<file path="config.mk">
export PLATFORM = sky130hd
export DESIGN_NAME = sdram_bringup_seq
export DESIGN_NICKNAME = d
export VERILOG_FILES = /design/src/rtl/sdbs_pkg.sv /design/src/rtl/sdbs_step_timer.sv /design/src/rtl/sdbs_refresh_clock.sv /design/src/rtl/sdbs_pin_encoder.sv /design/src/rtl/sdram_bringup_seq.sv
export SDC_FILE = /design/constraint.sdc
export NUM_CORES = 1
export LEC_CHECK = 0
export ABC_CLOCK_PERIOD_IN_PS = 2630
export BUFFER_PORTS_ARGS = -buffer_cell sky130_fd_sc_hd__buf_2
export CELL_PAD_IN_SITES_DETAIL_PLACEMENT = 0
export CELL_PAD_IN_SITES_GLOBAL_PLACEMENT = 1
export CORE_UTILIZATION = 41
export CTS_CLUSTER_DIAMETER = 100
export DETAILED_ROUTE_END_ITERATION = 8
export GPL_TIMING_DRIVEN = 1
export PLACE_DENSITY = 0.85
export SKIP_CTS_REPAIR_TIMING = 1
export SLEW_MARGIN = 10
export SYNTH_ARGS = -nofsm -noshare
export SYNTH_HDL_FRONTEND = slang
export SYNTH_HIERARCHICAL = 1
export SYNTH_SLANG_ARGS = --single-unit
</file>
<file path="constraint.sdc">
create_clock -name clk -period 2.63 [get_ports clk]
set_input_delay 0.6575 -clock clk [delete_from_list [all_inputs] [get_ports clk]]
set_output_delay 0.6575 -clock clk [all_outputs]
set_load 0.05 [all_outputs]
</file>
<file path="src/rtl/sdbs_pkg.sv">
package sdbs_pkg;

  typedef enum logic [2:0] {
    ST_WAIT, ST_IPRE, ST_IREF, ST_IMRS, ST_IDLE, ST_RPRE, ST_RREF
  } seq_state_t;

  // {cs_n, ras_n, cas_n, we_n}
  typedef logic [3:0] bus_cmd_t;
  localparam bus_cmd_t CMD_NOP  = 4'b0111;
  localparam bus_cmd_t CMD_PALL = 4'b0010;
  localparam bus_cmd_t CMD_AREF = 4'b0001;
  localparam bus_cmd_t CMD_MRS  = 4'b0000;

  localparam int MRS_GAP = 2;

  // minimum times: round up to whole clocks
  function automatic int ns_to_cycles_up(input int ns, input int period_ns);
    return (ns + period_ns - 1) / period_ns;
  endfunction

  // maximum spacing: round down, never below one clock
  function automatic int ns_to_cycles_down(input int ns, input int period_ns);
    return (ns / period_ns < 1) ? 1 : ns / period_ns;
  endfunction

  function automatic int max2(input int a, input int b);
    return (a > b) ? a : b;
  endfunction

  // reserved bits stay zero
  function automatic logic [11:0] build_mode(input logic [2:0] bl_code,
                                             input logic bt,
                                             input logic [2:0] cl_code,
                                             input logic wb_single);
    logic [11:0] m;
    m      = '0;
    m[2:0] = bl_code;
    m[3]   = bt;
    m[6:4] = cl_code;
    m[9]   = wb_single;
    return m;
  endfunction

endpackage

</file>
<file path="src/rtl/sdbs_step_timer.sv">
module sdbs_step_timer #(
  parameter int CNT_W   = 8,
  parameter int RST_VAL = 1
) (
  input  logic             clk,
  input  logic             rst_n,
  input  logic             load,
  input  logic [CNT_W-1:0] load_val,
  output logic             expired
);
  logic [CNT_W-1:0] cnt_q;

  always_ff @(posedge clk or negedge rst_n) begin
    if (!rst_n)              cnt_q <= CNT_W'(RST_VAL);
    else if (load)           cnt_q <= load_val;
    else if (cnt_q != '0)    cnt_q <= cnt_q - 1'b1;
  end

  assign expired = (cnt_q == '0);

  AST_TIMER_HOLDS_ZERO: assert property (@(posedge clk) disable iff (!rst_n)
    (expired && !load) |=> expired);
endmodule

</file>
<file path="src/rtl/sdbs_refresh_clock.sv">
module sdbs_refresh_clock #(
  parameter int REF_INT = 781,
  parameter int PEND_W  = 3
) (
  input  logic clk,
  input  logic rst_n,
  input  logic run,
  input  logic grant,
  output logic tick,
  output logic owed
);
  localparam int IVL_W = $clog2(REF_INT + 1);

  logic [IVL_W-1:0]  ivl_q;
  logic [PEND_W-1:0] pend_q;
  logic              pend_full;

  always_ff @(posedge clk or negedge rst_n) begin
    if (!rst_n)            ivl_q <= IVL_W'(REF_INT - 1);
    else if (!run)         ivl_q <= IVL_W'(REF_INT - 1);
    else if (ivl_q == '0)  ivl_q <= IVL_W'(REF_INT - 1);
    else                   ivl_q <= ivl_q - 1'b1;
  end

  assign tick = run && (ivl_q == '0);

  always_ff @(posedge clk or negedge rst_n) begin
    if (!rst_n) pend_q <= '0;
    else begin
      case ({tick, grant})
        2'b10:   pend_q <= pend_q + 1'b1;
        2'b01:   pend_q <= pend_q - 1'b1;
        default: pend_q <= pend_q;
      endcase
    end
  end

  assign owed      = (pend_q != '0);
  assign pend_full = &pend_q;

  AST_PEND_NO_WRAP: assert property (@(posedge clk) disable iff (!rst_n)
    !(tick && !grant && pend_full));
  AST_GRANT_NEEDS_OWED: assert property (@(posedge clk) disable iff (!rst_n)
    grant |-> owed);
endmodule

</file>
<file path="src/rtl/sdbs_pin_encoder.sv">
module sdbs_pin_encoder
  import sdbs_pkg::*;
#(
  parameter int          ADDR_W = 12,
  parameter int          BANK_W = 2,
  parameter logic [11:0] MODE   = 12'h000
) (
  input  seq_state_t        state,
  input  logic              first,
  output logic              cs_n,
  output logic              ras_n,
  output logic              cas_n,
  output logic              we_n,
  output logic [ADDR_W-1:0] addr,
  output logic [BANK_W-1:0] ba
);
  bus_cmd_t cmd;

  always_comb begin
    cmd  = CMD_NOP;
    addr = '0;
    if (first) begin
      case (state)
        ST_IPRE, ST_RPRE: begin cmd = CMD_PALL; addr[10] = 1'b1; end
        ST_IREF, ST_RREF: cmd = CMD_AREF;
        ST_IMRS: begin cmd = CMD_MRS; addr[11:0] = MODE; end
        default: cmd = CMD_NOP;
      endcase
    end
  end

  assign {cs_n, ras_n, cas_n, we_n} = cmd;
  assign ba = '0;
endmodule

</file>
<file path="src/rtl/sdram_bringup_seq.sv">
module sdram_bringup_seq
  import sdbs_pkg::*;
#(
  parameter int       CLK_NS    = 20,
  parameter int       ADDR_W    = 12,
  parameter int       BANK_W    = 2,
  parameter int       WAIT_CYC  = ns_to_cycles_up(200000, CLK_NS),
  parameter int       T_RP      = ns_to_cycles_up(20, CLK_NS),
  parameter int       T_RC      = ns_to_cycles_up(70, CLK_NS),
  parameter int       INIT_REFS = 2,
  parameter int       REF_INT   = ns_to_cycles_down(15625, CLK_NS),
  parameter int       PEND_W    = 3,
  parameter logic [2:0] BL_CODE = 3'b011,
  parameter logic     BT_SEL    = 1'b0,
  parameter logic [2:0] CL_CODE = 3'b011,
  parameter logic     WB_SINGLE = 1'b0
) (
  input  logic              clk,
  input  logic              rst_n,
  input  logic              host_busy,
  output logic              cke,
  output logic              dqm,
  output logic              cs_n,
  output logic              ras_n,
  output logic              cas_n,
  output logic              we_n,
  output logic [ADDR_W-1:0] addr,
  output logic [BANK_W-1:0] ba,
  output logic              init_done,
  output logic              refresh_busy
);
  localparam int CNT_W  = $clog2(max2(max2(WAIT_CYC, T_RC), max2(T_RP, MRS_GAP)) + 1);
  localparam int RIDX_W = $clog2(INIT_REFS + 1);
  localparam logic [11:0] MODE_WORD = build_mode(BL_CODE, BT_SEL, CL_CODE, WB_SINGLE);

  seq_state_t        state_q, state_nxt;
  logic              first_q, done_q;
  logic              step_load, expired, grant, tick, owed, last_ref;
  logic [CNT_W-1:0]  load_val;
  logic [RIDX_W-1:0] ref_idx_q;
  logic [3:0]        cmd_bus;

  function automatic int step_len(input seq_state_t s);
    case (s)
      ST_WAIT:          return WAIT_CYC;
      ST_IPRE, ST_RPRE: return T_RP;
      ST_IREF, ST_RREF: return T_RC;
      ST_IMRS:          return MRS_GAP;
      default:          return 1;
    endcase
  endfunction

  assign last_ref = (ref_idx_q == RIDX_W'(INIT_REFS - 1));
  assign grant    = (state_q == ST_IDLE) && owed && !host_busy;

  always_comb begin
    state_nxt = state_q;
    case (state_q)
      ST_WAIT: if (expired) state_nxt = ST_IPRE;
      ST_IPRE: if (expired) state_nxt = ST_IREF;
      ST_IREF: if (expired && last_ref) state_nxt = ST_IMRS;
      ST_IMRS: if (expired) state_nxt = ST_IDLE;
      ST_IDLE: if (grant)   state_nxt = ST_RPRE;
      ST_RPRE: if (expired) state_nxt = ST_RREF;
      ST_RREF: if (expired) state_nxt = ST_IDLE;
      default: state_nxt = ST_IDLE;
    endcase
  end

  assign step_load = (state_nxt != state_q) || (state_q == ST_IREF && expired);
  assign load_val  = CNT_W'(step_len(state_nxt) - 1);

  always_ff @(posedge clk or negedge rst_n) begin
    if (!rst_n) begin
      state_q   <= ST_WAIT;
      first_q   <= 1'b1;
      done_q    <= 1'b0;
      ref_idx_q <= '0;
    end else begin
      state_q <= state_nxt;
      first_q <= step_load;
      if (state_nxt == ST_IDLE) done_q <= 1'b1;
      if (state_q == ST_IREF && expired)
        ref_idx_q <= last_ref ? '0 : ref_idx_q + 1'b1;
    end
  end

  sdbs_step_timer #(.CNT_W(CNT_W), .RST_VAL(WAIT_CYC - 1)) u_timer (
    .clk(clk), .rst_n(rst_n), .load(step_load), .load_val(load_val), .expired(expired)
  );

  sdbs_refresh_clock #(.REF_INT(REF_INT), .PEND_W(PEND_W)) u_refclk (
    .clk(clk), .rst_n(rst_n), .run(done_q), .grant(grant), .tick(tick), .owed(owed)
  );

  sdbs_pin_encoder #(.ADDR_W(ADDR_W), .BANK_W(BANK_W), .MODE(MODE_WORD)) u_pins (
    .state(state_q), .first(first_q), .cs_n(cs_n), .ras_n(ras_n), .cas_n(cas_n),
    .we_n(we_n), .addr(addr), .ba(ba)
  );

  assign cke          = 1'b1;
  assign dqm          = 1'b1;
  assign init_done    = done_q;
  assign refresh_busy = (state_q == ST_RPRE) || (state_q == ST_RREF);
  assign cmd_bus      = {cs_n, ras_n, cas_n, we_n};

  AST_DONE_STICKY: assert property (@(posedge clk) disable iff (!rst_n)
    init_done |=> init_done);
  AST_MRS_GAP: assert property (@(posedge clk) disable iff (!rst_n)
    (cmd_bus == CMD_MRS) |=> (cmd_bus == CMD_NOP));
  AST_MRS_BEFORE_DONE: assert property (@(posedge clk) disable iff (!rst_n)
    $rose(init_done) |-> ($past(cmd_bus, 2) == CMD_MRS));
  AST_QUIET_IN_INIT: assert property (@(posedge clk) disable iff (!rst_n)
    !init_done |-> !refresh_busy);
  AST_GRANT_WHEN_FREE: assert property (@(posedge clk) disable iff (!rst_n)
    $rose(refresh_busy) |-> !$past(host_busy));
  AST_SEQ_OPENS_PALL: assert property (@(posedge clk) disable iff (!rst_n)
    $rose(refresh_busy) |-> (cmd_bus == CMD_PALL));
endmodule

</file>
# Word-level counts from Yosys, hierarchy flattened
# Cells that the tools add are included.
[op_classes]
n_mux = 19
add_sub_neg = 6
eq_ne = 14
n_reduce_logical = 20
[op_table]
columns = ["operator", "count"]
rows = [
  ["$pmux 14 s3", 1],
  ["$mux 14", 2],
  ["$mux 10", 2],
  ["$mux 3", 6],
  ["$pmux 3 s6", 1],
  ["$eq 3x3->1 const B", 5],
  ["$logic_not 14->1", 1],
  ["$reduce_bool 14->1", 1],
  ["$sub 14x1->14 const B", 1],
  ["$sub 14x2->14 const B", 1],
  ["$eq 3x2->1 const B", 4],
  ["$mux 11", 1],
  ["$logic_not 10->1", 1],
  ["$sub 10x1->10 const B", 1],
  ["$pmux 3 s3", 1],
  ["$reduce_or 2->1", 4],
  ["$logic_not 3->1", 2],
  ["$mux 6", 1],
  ["$pmux 3 s2", 1],
  ["$logic_and 1x1->1", 5],
  ["$eq 2x1->1 const B", 2],
  ["$mux 4", 1],
  ["$reduce_bool 2->1", 2],
  ["$add 3x1->3 const B", 1],
  ["10 further kinds", 11],
]
[totals]
elab_cells = 66
ff_bits = 34
inputBits = 3
out_inout_bits = 22

# Logic depth before layout (Yosys ltp)
[logic_depth]
ltp_word = 10
ltp_mapped = 13
ltp_nobuf = 12

# Hierarchy
# Netlist, hierarchy kept.
[by_module_without_submodules]
columns = ["mod", "instances", "area_each_um2", "cells_per_inst", "seq_area_each_um2"]
rows = [
  ["sdbs_step_timer", 1, 835.8, 77, 360.3],
  ["sdbs_refresh_clock", 1, 734.5, 69, 330.3],
  ["sdram_bringup_seq", 1, 533.0, 57, 176.4],
  ["sdbs_pin_encoder", 1, 153.9, 22, 0.0],
]

# Least setup slack after synthesis
# No wires, ideal clock.
[synth_timing]
path_kind = "reg2reg"
from = "reg u_timer.cnt_q[0]"
to = "reg u_timer.cnt_q[1]"
required_time_ps = 2549
slack_ps = 16
t_arrival_ps = 2532
path_stages_with_launch = 12
synth_period_minus_slack_ps = 2614
path_buffers = 2
setup_time_ps = 81
cell_sequence = "dfstp_2 > inv_1 > ha_1 > nor3b_4 > and4_1 > buf_4 > nand2b_1 > nor2_1 > nor3_1 > clkbuf_1 > nor2_1 > a211oi_2"
[synth_between]
word_cells_on_any_way = 23
cone_classes = "add/sub (2); eq/ne (4); mux (9); reduce/logical (8)"
[synth_lines]
columns = ["element", "line", "source"]
rows = [
  ["start: declaration", "sdbs_step_timer.sv:11", "logic [CNT_W-1:0] cnt_q;"],
  ["start signal: assignment", "sdbs_step_timer.sv:14", "if (!rst_n) cnt_q <= CNT_W'(RST_VAL);"],
  ["start signal: assignment", "sdbs_step_timer.sv:15", "else if (load) cnt_q <= load_val;"],
  ["start signal: assignment", "sdbs_step_timer.sv:16", "else if (cnt_q != '0) cnt_q <= cnt_q - 1'b1;"],
  ["$logic_not 14->1 *", "sdbs_step_timer.sv:19", "assign expired = (cnt_q == '0);"],
  ["via expired", "sdram_bringup_seq.sv:38", "logic step_load, expired, grant, tick, owed, last_ref;"],
  ["$logic_and 1x1->1", "sdram_bringup_seq.sv:61", "ST_IREF: if (expired && last_ref) state_nxt = ST_IMRS;"],
  ["$mux 3", "sdram_bringup_seq.sv:61", ""],
  ["$pmux 3 s6", "sdram_bringup_seq.sv:58", "case (state_q)"],
  ["$ne 3x3->1", "sdram_bringup_seq.sv:70", "assign step_load = (state_nxt != state_q) || (state_q == ST_IREF && expired);"],
  ["$logic_or 1x1->1 *", "sdram_bringup_seq.sv:70", ""],
  ["via step_load", "sdram_bringup_seq.sv:38", ""],
  ["$mux 14 or $reduce_bool 2->1 (tied branches)", "n/a", ""],
]
# Mark *: on every way through the listed nets, which the timed path passes. The rest lies on a longest branch. The select of a mux whose other input is x is not followed.
# A chain may end at the register's enable or synchronous reset.

# Worst setup path after layout
[layout_timing]
from = "reg u_timer.cnt_q[0]"
to = "reg u_timer.cnt_q[4]"
[layout_between]
elab_chain_len = 9
word_cells_on_any_way = 23
cone_classes = "add/sub (2); eq/ne (4); mux (9); reduce/logical (8)"
[layout_rtl]
columns = ["element", "line", "source"]
rows = [
  ["$logic_not 14->1 *", "sdbs_step_timer.sv:19", ""],
  ["via expired", "sdram_bringup_seq.sv:38", ""],
  ["$logic_and 1x1->1", "sdram_bringup_seq.sv:61", ""],
  ["$mux 3", "sdram_bringup_seq.sv:61", ""],
  ["$pmux 3 s6 *", "sdram_bringup_seq.sv:58", ""],
  ["$eq 3x2->1 or $eq 3x3->1 (tied branches)", "sdram_bringup_seq.sv:44", "case (s)"],
  ["$reduce_or 2->1", "sdram_bringup_seq.sv:44", ""],
  ["$pmux 14 s3 *", "sdram_bringup_seq.sv:44", ""],
  ["$sub 14x2->14 *", "sdram_bringup_seq.sv:71", "assign load_val = CNT_W'(step_len(state_nxt) - 1);"],
  ["via load_val[4]", "sdram_bringup_seq.sv:39", "logic [CNT_W-1:0] load_val;"],
  ["$mux 14 *", "sdbs_step_timer.sv:15", ""],
]
# Marked as above.

==> flow_metrics.py <==
metrics = {
    "power": {
        "power.share.sequential_pct": 44.5,
        "peakVddDrop_v": 0.0003192,
        "pwr-share-clk_pct": 51.3,
        "p_comb_share_pct": 4.3,
        "total_leakage_power_uw": 0.001056,
        "switching_share_pct": 21.06,
        "cellPowerDensity_nw_per_um2": 466.7,
        "p_switching_uw": 248.0,
        "p_int_uw": 929.7,
    },
    "die": {
        "fp.dieW_um": 76.10,
        "start_util_pct": 43.25,
        "dieArea_um2": 5790,
        "core.rowCount": 26,
        "fp.dieH_um": 76.10,
        "core_area_um2": 5205,
        "ios": 25,
    },
    "routing": {
        "routed_wl_mm": 4.219,
        "via_count": 1628,
        "ant_nets": 0,
        "dr.pass1.iters": 4,
        "dr.first_iter.drc_count": 90,
        "wl_per_cell_um": 13.39,
        "drcViolationCount": 0,
        "viasPerCell": 5.168,
    },
    "placed_design": {
        "hpwlAfterDp_mm": 2.903,
        "dp_slack_ns": 0.1415,
        "gp_congestion": 0.8040,
        "portBuffers": 12,
    },
    "sta": {
        "fin_crit_sh_pct": 91.60,
        "slew_headroom_pct": 49.05,
        "period_needed_ns": 2.409,
        "slew_viol_final": 0,
        "fin_tns_setup_ns": 0,
        "worst_pin_slew_ns": 0.7642,
        "fin_skew_ns": 0.008556,
        "setup_viol": 0,
        "rsz0062_at_grt": "false",
        "max_freq_ghz": 0.4151,
        "hold_viol_final": 0,
        "timing.final.ws_setup_ns": 0.2210,
    },
    "clocking": {
        "cts.path.max_buffers": 2,
        "clock_sinks": 34,
        "cts_root_buffer": "clkbuf_8",
        "cts_tree": "yes",
        "htree_levels": 2,
        "clock_latency_ns": 0.29,
        "cts_buffers": 5,
        "cts.clk_slew.worst_paths_ns": 0.07,
    },
    "setup_path": {
        "critPathMaxStageDelay_ns": 0.38,
        "reg2reg_depth": 12,
        "critPathLaunchType": "flip-flop",
        "worstSetupPathType": "reg -> reg",
        "cp-end-kind": "flip-flop",
        "required_ns": 2.80,
        "worstPathArrival_ns": 2.58,
        "r2r-end": "u_timer/cnt_q[4]$_DFFE_PN0P_",
        "crit_path_frequent_cell": "ha_1",
        "r2r_slack_ns": 0.22,
        "path_cells": "inv_1, ha_1, nor3b_4, and4_1, buf_4, o21ai_0, a21bo_2, ha_1, ha_1, inv_1, nand2_1, o31ai_1",
        "r2r-start": "u_timer/cnt_q[0]$_DFFE_PN1P_",
        "cp_top_family": "adder cells",
        "cp.buffers_inverters": 3,
        "crit_slowest_cell": "dfstp_2",
        "cp_max_fo": 11,
    },
    "final_layout": {
        "final_cell_mix": "dfrtp_1, conb_1, xnor2_1",
        "final_nets": 254,
        "final_common_cell": "dfrtp_1",
        "nFillCells": 499,
        "drive_above_1_share_pct": 28.98,
        "syn_to_final_growth_pct": 12.12,
        "antenna_cells": 0,
    },
    "grt": {
        "globalRouteTotalUtil_pct": 15.87,
        "grt_max_degree": 35,
        "grt_pass1_wl_mm": 7.396,
        "grt_overflow": 0,
        "grt_pass1_vias": 1624,
        "grt_antenna_before_repair": 0,
    },
    "synth": {
        "synth_cells": 224,
        "synth_area_um2": 2251,
        "yosysWarnings": 6,
        "postSynthAreaPerCell_um2": 10.05,
    },
    "run": {
        "maxCapViolCount": 0,
    },
    "outcome": {
        "status": "finished, final reports clean",
    },
    "min_path": {
        "hold_class": "in -> async",
    },
}
-- worst register-to-register path: stages, from the launching register on --
cell,delay (ns)
dfstp_2,0.38
inv_1,0.08
ha_1,0.19
nor3b_4,0.23
and4_1,0.27
buf_4,0.19
o21ai_0,0.14
a21bo_2,0.21
ha_1,0.18
ha_1,0.27
inv_1,0.04
nand2_1,0.05
o31ai_1,0.06
-- per-stage QoR --
stage	hold WS, ns	cells	util (%)	cell area [um^2]	total power [uW]
final	0.4335	315	48.49	2524	1178
after global routing	0.4784	315	48.49	2524	1209
after CTS	0.4589	314	48.34	2516	1197
after detailed placement	0.4768	306	45.60	2374	583.9
after global placement	0.4511	306	45.60	2374	583.5
after floorplan	0.3619	237	-	2300	585.7
-- registers in the layout (all words and copies together) (netlist names) --
signal	flops
ref_idx_q	2
init_done	1
state_q	3
first_q	1
u_refclk/ivl_q	10
u_timer/cnt_q	14
u_refclk/pend_q	3
-- cell type report --
class	instances	area [um^2]	share of cell area, %
clock inverters	2	60.06	2.380
clock buffers	6	82.58	3.272
repair buffers	22	147.6	5.850
multi-input cells	169	1234	48.88
inverters	12	45.04	1.785
well taps	70	87.58	3.471
flip-flops and latches	34	867.1	34.36
-- per-layer routing --
metal / global-route usage, % / part of all wire, % / wire length (um)
met5: 0 / 0 / 0
met4: 8.269 / 2.8 / 118
met3: 3.234 / 2.1 / 90
met2: 25.91 / 48 / 2010
met1: 19.79 / 47 / 2000
-- power groups by stage --
stage	Combinational (uW)	Sequential [uW]	Clock (uW)
floorplan	52.7	533	0
global placement	50.6	533	0
detailed placement	51.0	533	0
CTS	51.1	524	623
global route	53.5	523	632
finish	50.2	524	604
-- worst max-delay path by stage --
| stage | from | end | slack (ns) | cells after the start |
|---|---|---|---|---|
| after detailed placement | u_timer/cnt_q[0]$_DFFE_PN1P_ | u_timer/cnt_q[4]$_DFFE_PN0P_ | 0.14 | 12 |
| after global placement | u_timer/cnt_q[0]$_DFFE_PN1P_ | u_timer/cnt_q[4]$_DFFE_PN0P_ | 0.22 | 12 |
| after floorplan | u_timer/cnt_q[0]$_DFFE_PN1P_ | u_timer/cnt_q[1]$_DFFE_PN1P_ | 0.02 | 11 |
| after global routing | u_timer/cnt_q[0]$_DFFE_PN1P_ | u_timer/cnt_q[4]$_DFFE_PN0P_ | 0.04 | 12 |
| final | u_timer/cnt_q[0]$_DFFE_PN1P_ | u_timer/cnt_q[4]$_DFFE_PN0P_ | 0.22 | 12 |
| after CTS | u_timer/cnt_q[0]$_DFFE_PN1P_ | u_timer/cnt_q[4]$_DFFE_PN0P_ | 0.12 | 12 |
Power figures use the tool's default switching activity.
